## src/rtl/spi_xfer_pkg.sv

```systemverilog
package spi_xfer_pkg;

    typedef enum logic {
        PH_SAMPLE_LEAD = 1'b0,
        PH_SHIFT_LEAD  = 1'b1
    } spi_phase_e;

    typedef struct packed {
        logic lead;
        logic trail;
    } spi_edge_t;

endpackage

```

## src/rtl/spi_hold_buf.sv

```systemverilog
module spi_hold_buf #(
    parameter int W = 8
) (
    input  logic         clk,
    input  logic         rst_n,
    input  logic         wr_en,
    input  logic [W-1:0] wr_data,
    input  logic         take,
    output logic [W-1:0] data_o,
    output logic         empty_o
);

    typedef struct packed {
        logic [W-1:0] data;
        logic         empty;
    } hold_t;

    hold_t st_d, st_q;

    always_comb begin
        st_d = st_q;
        if (take) begin
            st_d.empty = 1'b1;
        end
        if (wr_en) begin
            st_d.data  = wr_data;
            st_d.empty = 1'b0;
        end
    end

    always_ff @(posedge clk or negedge rst_n) begin
        if (!rst_n) begin
            st_q <= '{data: '0, empty: 1'b1};
        end else begin
            st_q <= st_d;
        end
    end

    assign data_o  = st_q.data;
    assign empty_o = st_q.empty;

endmodule

```

## src/rtl/spi_sclk_gen.sv

```systemverilog
module spi_sclk_gen
    import spi_xfer_pkg::*;
(
    input  logic      clk,
    input  logic      rst_n,
    input  logic      run,
    input  logic      cpol,
    input  logic      active,
    input  logic      tick,
    output logic      sclk_o,
    output spi_edge_t edge_o
);

    typedef struct packed {
        logic sclk;
    } gen_t;

    gen_t st_d, st_q;
    logic step;

    always_comb begin
        step         = run && active && tick;
        edge_o.lead  = step && (st_q.sclk == cpol);
        edge_o.trail = step && (st_q.sclk != cpol);
        st_d = st_q;
        if (!run || !active) begin
            st_d.sclk = cpol;
        end else if (tick) begin
            st_d.sclk = ~st_q.sclk;
        end
    end

    always_ff @(posedge clk or negedge rst_n) begin
        if (!rst_n) begin
            st_q <= '{sclk: 1'b0};
        end else begin
            st_q <= st_d;
        end
    end

    assign sclk_o = st_q.sclk;

endmodule

```

## src/rtl/spi_slave_sync.sv

```systemverilog
module spi_slave_sync
    import spi_xfer_pkg::*;
#(
    parameter int SYNC = 2
) (
    input  logic      clk,
    input  logic      rst_n,
    input  logic      cpol,
    input  logic      sclk_in,
    input  logic      ss_n_in,
    output logic      ss_act_o,
    output spi_edge_t edge_o
);

    localparam int CKW = SYNC + 1;

    typedef struct packed {
        logic [CKW-1:0]  ck;
        logic [SYNC-1:0] ss;
    } sync_t;

    sync_t st_d, st_q;
    logic  chg;
    logic  lvl;

    always_comb begin
        st_d.ck = {st_q.ck[CKW-2:0], sclk_in};
        st_d.ss = {st_q.ss[SYNC-2:0], ss_n_in};
        lvl          = st_q.ck[SYNC-1];
        chg          = st_q.ck[SYNC-1] ^ st_q.ck[SYNC];
        edge_o.lead  = chg && (lvl != cpol);
        edge_o.trail = chg && (lvl == cpol);
    end

    always_ff @(posedge clk or negedge rst_n) begin
        if (!rst_n) begin
            st_q <= '{ck: '0, ss: '1};
        end else begin
            st_q <= st_d;
        end
    end

    assign ss_act_o = ~st_q.ss[SYNC-1];

endmodule

```

## src/rtl/spi_shift_core.sv

```systemverilog
module spi_shift_core
    import spi_xfer_pkg::*;
#(
    parameter int W = 8
) (
    input  logic         clk,
    input  logic         rst_n,
    input  logic         run,
    input  logic         abort,
    input  logic         cpha,
    input  logic         load,
    input  logic [W-1:0] load_data,
    input  spi_edge_t    edges,
    input  logic         sdi,
    output logic         active_o,
    output logic         last_edge_o,
    output logic         sdo_o,
    output logic [W-1:0] rx_o,
    output logic         done_o
);

    localparam int             CW   = (W > 1) ? $clog2(W) : 1;
    localparam logic [CW-1:0]  LAST = CW'(W - 1);

    typedef struct packed {
        logic          active;
        logic [W-1:0]  tx;
        logic [W-1:0]  rx;
        logic [CW-1:0] cnt;
        logic          sdo;
        logic          done;
    } core_t;

    core_t      st_d, st_q;
    spi_phase_e ph;

    assign ph          = spi_phase_e'(cpha);
    assign last_edge_o = st_q.active && edges.trail && (st_q.cnt == LAST);

    always_comb begin
        st_d      = st_q;
        st_d.done = 1'b0;
        if (!run || abort) begin
            st_d.active = 1'b0;
            st_d.cnt    = '0;
        end else begin
            if (st_q.active && edges.lead) begin
                if (ph == PH_SAMPLE_LEAD) begin
                    st_d.rx = {st_q.rx[W-2:0], sdi};
                end else begin
                    st_d.sdo = st_q.tx[W-1];
                    st_d.tx  = {st_q.tx[W-2:0], 1'b0};
                end
            end
            if (st_q.active && edges.trail) begin
                if (ph == PH_SAMPLE_LEAD) begin
                    if (st_q.cnt != LAST) begin
                        st_d.sdo = st_q.tx[W-1];
                        st_d.tx  = {st_q.tx[W-2:0], 1'b0};
                    end
                end else begin
                    st_d.rx = {st_q.rx[W-2:0], sdi};
                end
                if (st_q.cnt == LAST) begin
                    st_d.done   = 1'b1;
                    st_d.active = 1'b0;
                    st_d.cnt    = '0;
                end else begin
                    st_d.cnt = st_q.cnt + 1'b1;
                end
            end
            if (load) begin
                st_d.active = 1'b1;
                st_d.cnt    = '0;
                if (ph == PH_SAMPLE_LEAD) begin
                    st_d.sdo = load_data[W-1];
                    st_d.tx  = {load_data[W-2:0], 1'b0};
                end else begin
                    st_d.tx  = load_data;
                end
            end
        end
    end

    always_ff @(posedge clk or negedge rst_n) begin
        if (!rst_n) begin
            st_q <= '{active: 1'b0, tx: '0, rx: '0, cnt: '0, sdo: 1'b0, done: 1'b0};
        end else begin
            st_q <= st_d;
        end
    end

    assign active_o = st_q.active;
    assign sdo_o    = st_q.sdo;
    assign rx_o     = st_q.rx;
    assign done_o   = st_q.done;

endmodule

```

## src/rtl/spi_xfer_ctrl.sv

```systemverilog
module spi_xfer_ctrl
    import spi_xfer_pkg::*;
#(
    parameter int DATA_W      = 8,
    parameter int SYNC_STAGES = 2
) (
    input  logic              clk,
    input  logic              rst_n,
    input  logic              cfg_en,
    input  logic              cfg_master,
    input  logic              cfg_cpol,
    input  logic              cfg_cpha,
    input  logic              cfg_irq_en,
    input  logic              txd_wr,
    input  logic [DATA_W-1:0] txd_data,
    input  logic              baud_tick,
    input  logic              sdi,
    input  logic              sclk_in,
    input  logic              ss_n_in,
    output logic              sclk_out,
    output logic              sclk_oe,
    output logic              sdo,
    output logic              sdo_oe,
    output logic              stat_empty,
    output logic              stat_busy,
    output logic              irq,
    output logic [DATA_W-1:0] rx_byte,
    output logic              xfer_done
);

    logic              master_run;
    logic              slave_sel;
    logic              ss_act;
    logic              core_active;
    logic              core_last;
    logic              load;
    logic              abort;
    logic [DATA_W-1:0] buf_data;
    spi_edge_t         m_edge;
    spi_edge_t         s_edge;
    spi_edge_t         sel_edge;

    always_comb begin
        master_run = cfg_en && cfg_master;
        slave_sel  = cfg_en && !cfg_master && ss_act;
        abort      = cfg_en && !cfg_master && !ss_act;
        load       = (master_run || slave_sel) && !stat_empty
                     && (!core_active || core_last);
        if (cfg_master) begin
            sel_edge = m_edge;
        end else begin
            sel_edge.lead  = s_edge.lead  && slave_sel;
            sel_edge.trail = s_edge.trail && slave_sel;
        end
    end

    spi_hold_buf #(.W(DATA_W)) u_buf (
        .clk     (clk),
        .rst_n   (rst_n),
        .wr_en   (txd_wr),
        .wr_data (txd_data),
        .take    (load),
        .data_o  (buf_data),
        .empty_o (stat_empty)
    );

    spi_sclk_gen u_gen (
        .clk    (clk),
        .rst_n  (rst_n),
        .run    (master_run),
        .cpol   (cfg_cpol),
        .active (core_active),
        .tick   (baud_tick),
        .sclk_o (sclk_out),
        .edge_o (m_edge)
    );

    spi_slave_sync #(.SYNC(SYNC_STAGES)) u_sync (
        .clk      (clk),
        .rst_n    (rst_n),
        .cpol     (cfg_cpol),
        .sclk_in  (sclk_in),
        .ss_n_in  (ss_n_in),
        .ss_act_o (ss_act),
        .edge_o   (s_edge)
    );

    spi_shift_core #(.W(DATA_W)) u_core (
        .clk         (clk),
        .rst_n       (rst_n),
        .run         (cfg_en),
        .abort       (abort),
        .cpha        (cfg_cpha),
        .load        (load),
        .load_data   (buf_data),
        .edges       (sel_edge),
        .sdi         (sdi),
        .active_o    (core_active),
        .last_edge_o (core_last),
        .sdo_o       (sdo),
        .rx_o        (rx_byte),
        .done_o      (xfer_done)
    );

    assign sclk_oe   = master_run;
    assign sdo_oe    = master_run || slave_sel;
    assign stat_busy = cfg_master ? core_active : ss_act;
    assign irq       = stat_empty && cfg_irq_en;

endmodule

```

## config.mk

```make
export PLATFORM = sky130hd
export DESIGN_NAME = spi_xfer_ctrl
export DESIGN_NICKNAME = d
export VERILOG_FILES = /design/src/rtl/spi_xfer_pkg.sv /design/src/rtl/spi_hold_buf.sv /design/src/rtl/spi_sclk_gen.sv /design/src/rtl/spi_slave_sync.sv /design/src/rtl/spi_shift_core.sv /design/src/rtl/spi_xfer_ctrl.sv
export SDC_FILE = /design/constraint.sdc
export NUM_CORES = 1
export LEC_CHECK = 0
export BUFFER_PORTS_ARGS = -buffer_cell sky130_fd_sc_hd__clkbuf_2
export CORE_ASPECT_RATIO = 0.8
export CORE_MARGIN = 2
export CORE_UTILIZATION = 49
export CTS_BUF_LIST = sky130_fd_sc_hd__clkbuf_16
export CTS_CLUSTER_SIZE = 25
export DETAILED_ROUTE_END_ITERATION = 12
export GPL_ROUTABILITY_DRIVEN = 0
export PLACE_DENSITY_LB_ADDON = 0.2
export SETUP_SLACK_MARGIN = 0.5
export SYNTH_ARGS = -nofsm -noshare
export SYNTH_HDL_FRONTEND = slang
export SYNTH_SLANG_ARGS = --single-unit
export TNS_END_PERCENT = 20
```

## constraint.sdc

```tcl
create_clock -name clk -period 1.8 [get_ports clk]
set_input_delay 0.36 -clock clk [delete_from_list [all_inputs] [get_ports clk]]
set_output_delay 0.36 -clock clk [all_outputs]
set_load 0.005 [all_outputs]
```

==> summary.md <==
| Metric | Value |
|---|---|
| Status | `complete, but fails checks` |
| Failing checks | `setup timing` |
| CTS Sinks | `37` |
| Routed len/inst | `15.4 um` |
| Syn Nets | `168` |
| Cells after Synth | `146` |
| RSZ-0062 raised after global routing | `yes` |
| Hold-fix buffers at CTS | `0` |
| Synth Area in Adders | `0.0139` |
| Post-synthesis sequential area ratio | `0.518` |
| Hpwl dp | `2620 um` |
| Area contributors post-synth | `dfrtp_1, mux2_2, mux2i_1, dfstp_2, a221o_1` |
| Largest net degree at the start of global routing | `20` |
| Final Max Tran Viols | `0` |
| Synth Cell Area | `1800 um^2` |
| Via count | `1,284` |
| Synth Area in Simple Gates | `0.111` |
| Leakage | `1.11 nW` |
| Post-synthesis compound-gate area fraction | `0.132` |
| Max clock buf depth | `2` |
| Number of diodes | `0` |
| Post-DRT Antenna Nets | `0` |
| PD cells | `1040 nW/um^2` |
| Grt total ovfl | `0` |
| Drt pass-1 iters | `4` |
| Worst EP required | `1.99 ns` |
| Initial antenna violation count | `0` |
| Final period util | `1.06` |
| Fill cell count | `251` |
| CP Data Arrival Time | `2.09 ns` |
| Slew headroom | `0.674` |
| Hold Fails Final Rpt | `0` |
| Yosys top cell by area | `dfrtp_1` |
| Vias in the first global route | `1,308` |
| Die area | `4170 um^2` |
| CTS Buf Count | `5` |
| Global-route wire length before repair | `6290 um` |
| Post-Synth XOR/XNOR Area | `0.0244` |
| H-tree Lvls | `2` |
| Minimum clock period | `1.90 ns` |
| Core box area | `3470 um^2` |
| HP Class | `input pin to asynchronous set/reset pin` |
| Initial Utilization | `0.517` |
| Final core occ | `0.676` |
| Actual slew at the worst max-slew pin | `0.489 ns` |
| Critical path class | `register to register` |
| Final WL | `3630 um` |
| CTS tree | `built` |
| Residual DRC count | `0` |
| FP Rows | `19` |
| Syn_area_per_cell | `12.3 um^2` |
| Io pins | `36` |
| DR iter-0 viols | `76` |
| CP Max Fanout | `5` |
| Most frequent cells in the layout | `clkbuf_2, dfrtp_1, nor3_1` |
| Setup slack after layout | `-0.101 ns` |
| Die height | `58.1 um` |
| IO buf count | `35` |
| F_max | `526 MHz` |
| Gr usage total | `0.199` |
| Yosys warning count | `0` |
| Total of max-cap violations | `0` |
| Clk Latency, worst-skew pair | `0.27 ns` |
| Largest family of logic cells by synthesized area | `multiplexers` |
| Vias per Instance | `5.46` |
| Area Overhead vs Synth | `30.7%` |
| Pwr Total | `2.43 mW` |
| Die Wd | `71.7 um` |
| Clk root buf | `clkbuf_16` |
| CP Capture Type | `register` |
| Most common cell after layout, fill and taps aside | `clkbuf_2` |
| Layout cell share with drive strength beyond 1 | `0.508` |
| Worst Setup Start Kind | `register` |
| Nets | `214` |
| Max Clock Skew | `0.00201 ns` |
| Mux contribution to synthesized area | `0.151` |
| Synth cell types | `36` |
| Worst VDD drop | `677 uV` |
| Clock slew at reported path FFs | `0.05 ns` |
| Synth top area share | `0.474` |
| FF+latch count, synth | `37` |
| # setup viols final | `16` |
==> cell families after synthesis <==
logic type               after synthesis
adder cells (fa/ha/maj)                2
XOR/XNOR                               5
flip-flops                            37
multiplexers                          25
buffers and inverters                 16
AND/OR/NAND/NOR                       35
AO/OA/AOI/OAI                         26
==> flip-flops by register name (all words and copies together) (netlist names) <==
name / cells
u_buf.data_o: 8
u_buf.empty_o: 1
u_core.active_o: 1
u_core.done_o: 1
u_core.rx_o: 8
u_core.sdo_o: 1
u_core.st_q: 11
u_gen.sclk_o: 1
u_sync.lvl: 1
u_sync.st_d: 2
u_sync.st_q: 2
==> routing by layer <==
metal | track usage | wire length, um
met1 | 0.271 | 1660
met2 | 0.312 | 1770
met3 | 0.0522 | 160
met4 | 0.0647 | 30
met5 | 0 | 0
==> worst paths after layout <==
kind / cells after the start / slack (ns) / endpoint / start
max in group asynchronous: 2 / 1.22 / u_sync.st_q[1] / rst_n
min: 1 / 0.04 / u_sync.st_d[3] / rst_n
max reg2reg: 6 / -0.10 / u_core.st_q[2] / u_sync.st_q[1]
min reg2reg: 0 / 0.35 / u_sync.lvl / u_sync.st_d[3]
min in group clk: 1 / 0.17 / u_sync.st_d[1] / ss_n_in
max: 6 / -0.10 / u_core.st_q[2] / u_sync.st_q[1]
==> power breakdown <==
part	total [mW]	internal (mW)	switching [mW]
Combinational	0.517	0.307	0.209
Clock	0.798	0.499	0.299
Sequential	1.11	0.993	0.122
Total	2.43	1.80	0.630
==> metrics by stage <==
stage / cell area [um^2] / TNS [ns] / hold WS (ns) / std cells / setup slack [ns]
finish: 2350 / -0.899 / 0.0410 / 235 / -0.101
detailed placement: 2040 / -2.64 / 0.335 / 223 / -0.194
global route: 2350 / -2.16 / 0.0766 / 235 / -0.182
floorplan: 1800 / 0 / 0.0644 / 146 / 0.0185
global placement: 2040 / -1.53 / 0.332 / 223 / -0.111
CTS: 2290 / -0.770 / 0.0542 / 234 / -0.0747
==> critical path, cell delays in order (launching register included) <==
cell       delay [ns]
dfstp_2          0.38
nand4bb_4        0.21
o31ai_4          0.43
nand2_4          0.12
buf_6            0.15
or3_1            0.34
a211oi_2         0.19
==> area by class of cell <==
cell class              count  area (um^2)  area share
flip-flops and latches     37          932       0.397
clock inverters             3         12.5     0.00533
well taps                  42         52.6      0.0224
inverters                   6         27.5      0.0117
repair buffers             49          323       0.138
multi-input cells          93          873       0.372
clock buffers               5          125      0.0533
==> cells in the mapped netlist, drive strengths merged <==
master	instances
and3	1
xor2	1
a21o	1
a31oi	2
dfstp	3
and2	2
or3	1
o211a	1
xnor2	4
o31ai	2
mux2i	9
nor2	4
nand3	7
o21ai	6
a41o	1
a21oi	3
dfrtp	34
clkbuf	2
nand4bb	1
nor3	10
a31o	1
nand2	7
nand4	2
a221o	7
inv	6
a211oi	1
buf	8
o211ai	1
mux2	16
ha	2
==> timing repair <==
| item | 4_1_cts | 5_1_grt |
|---|---|---|
| setup endpoints to repair | 27 | 27 |
| gates resized for setup | 21 | 13 |
| endpoints found under the hold margin | 0 | 0 |
| buffers inserted | 3 | 1 |
| pin swaps | 9 | 7 |
No activity file was read; power rests on OpenSTA's default activity.
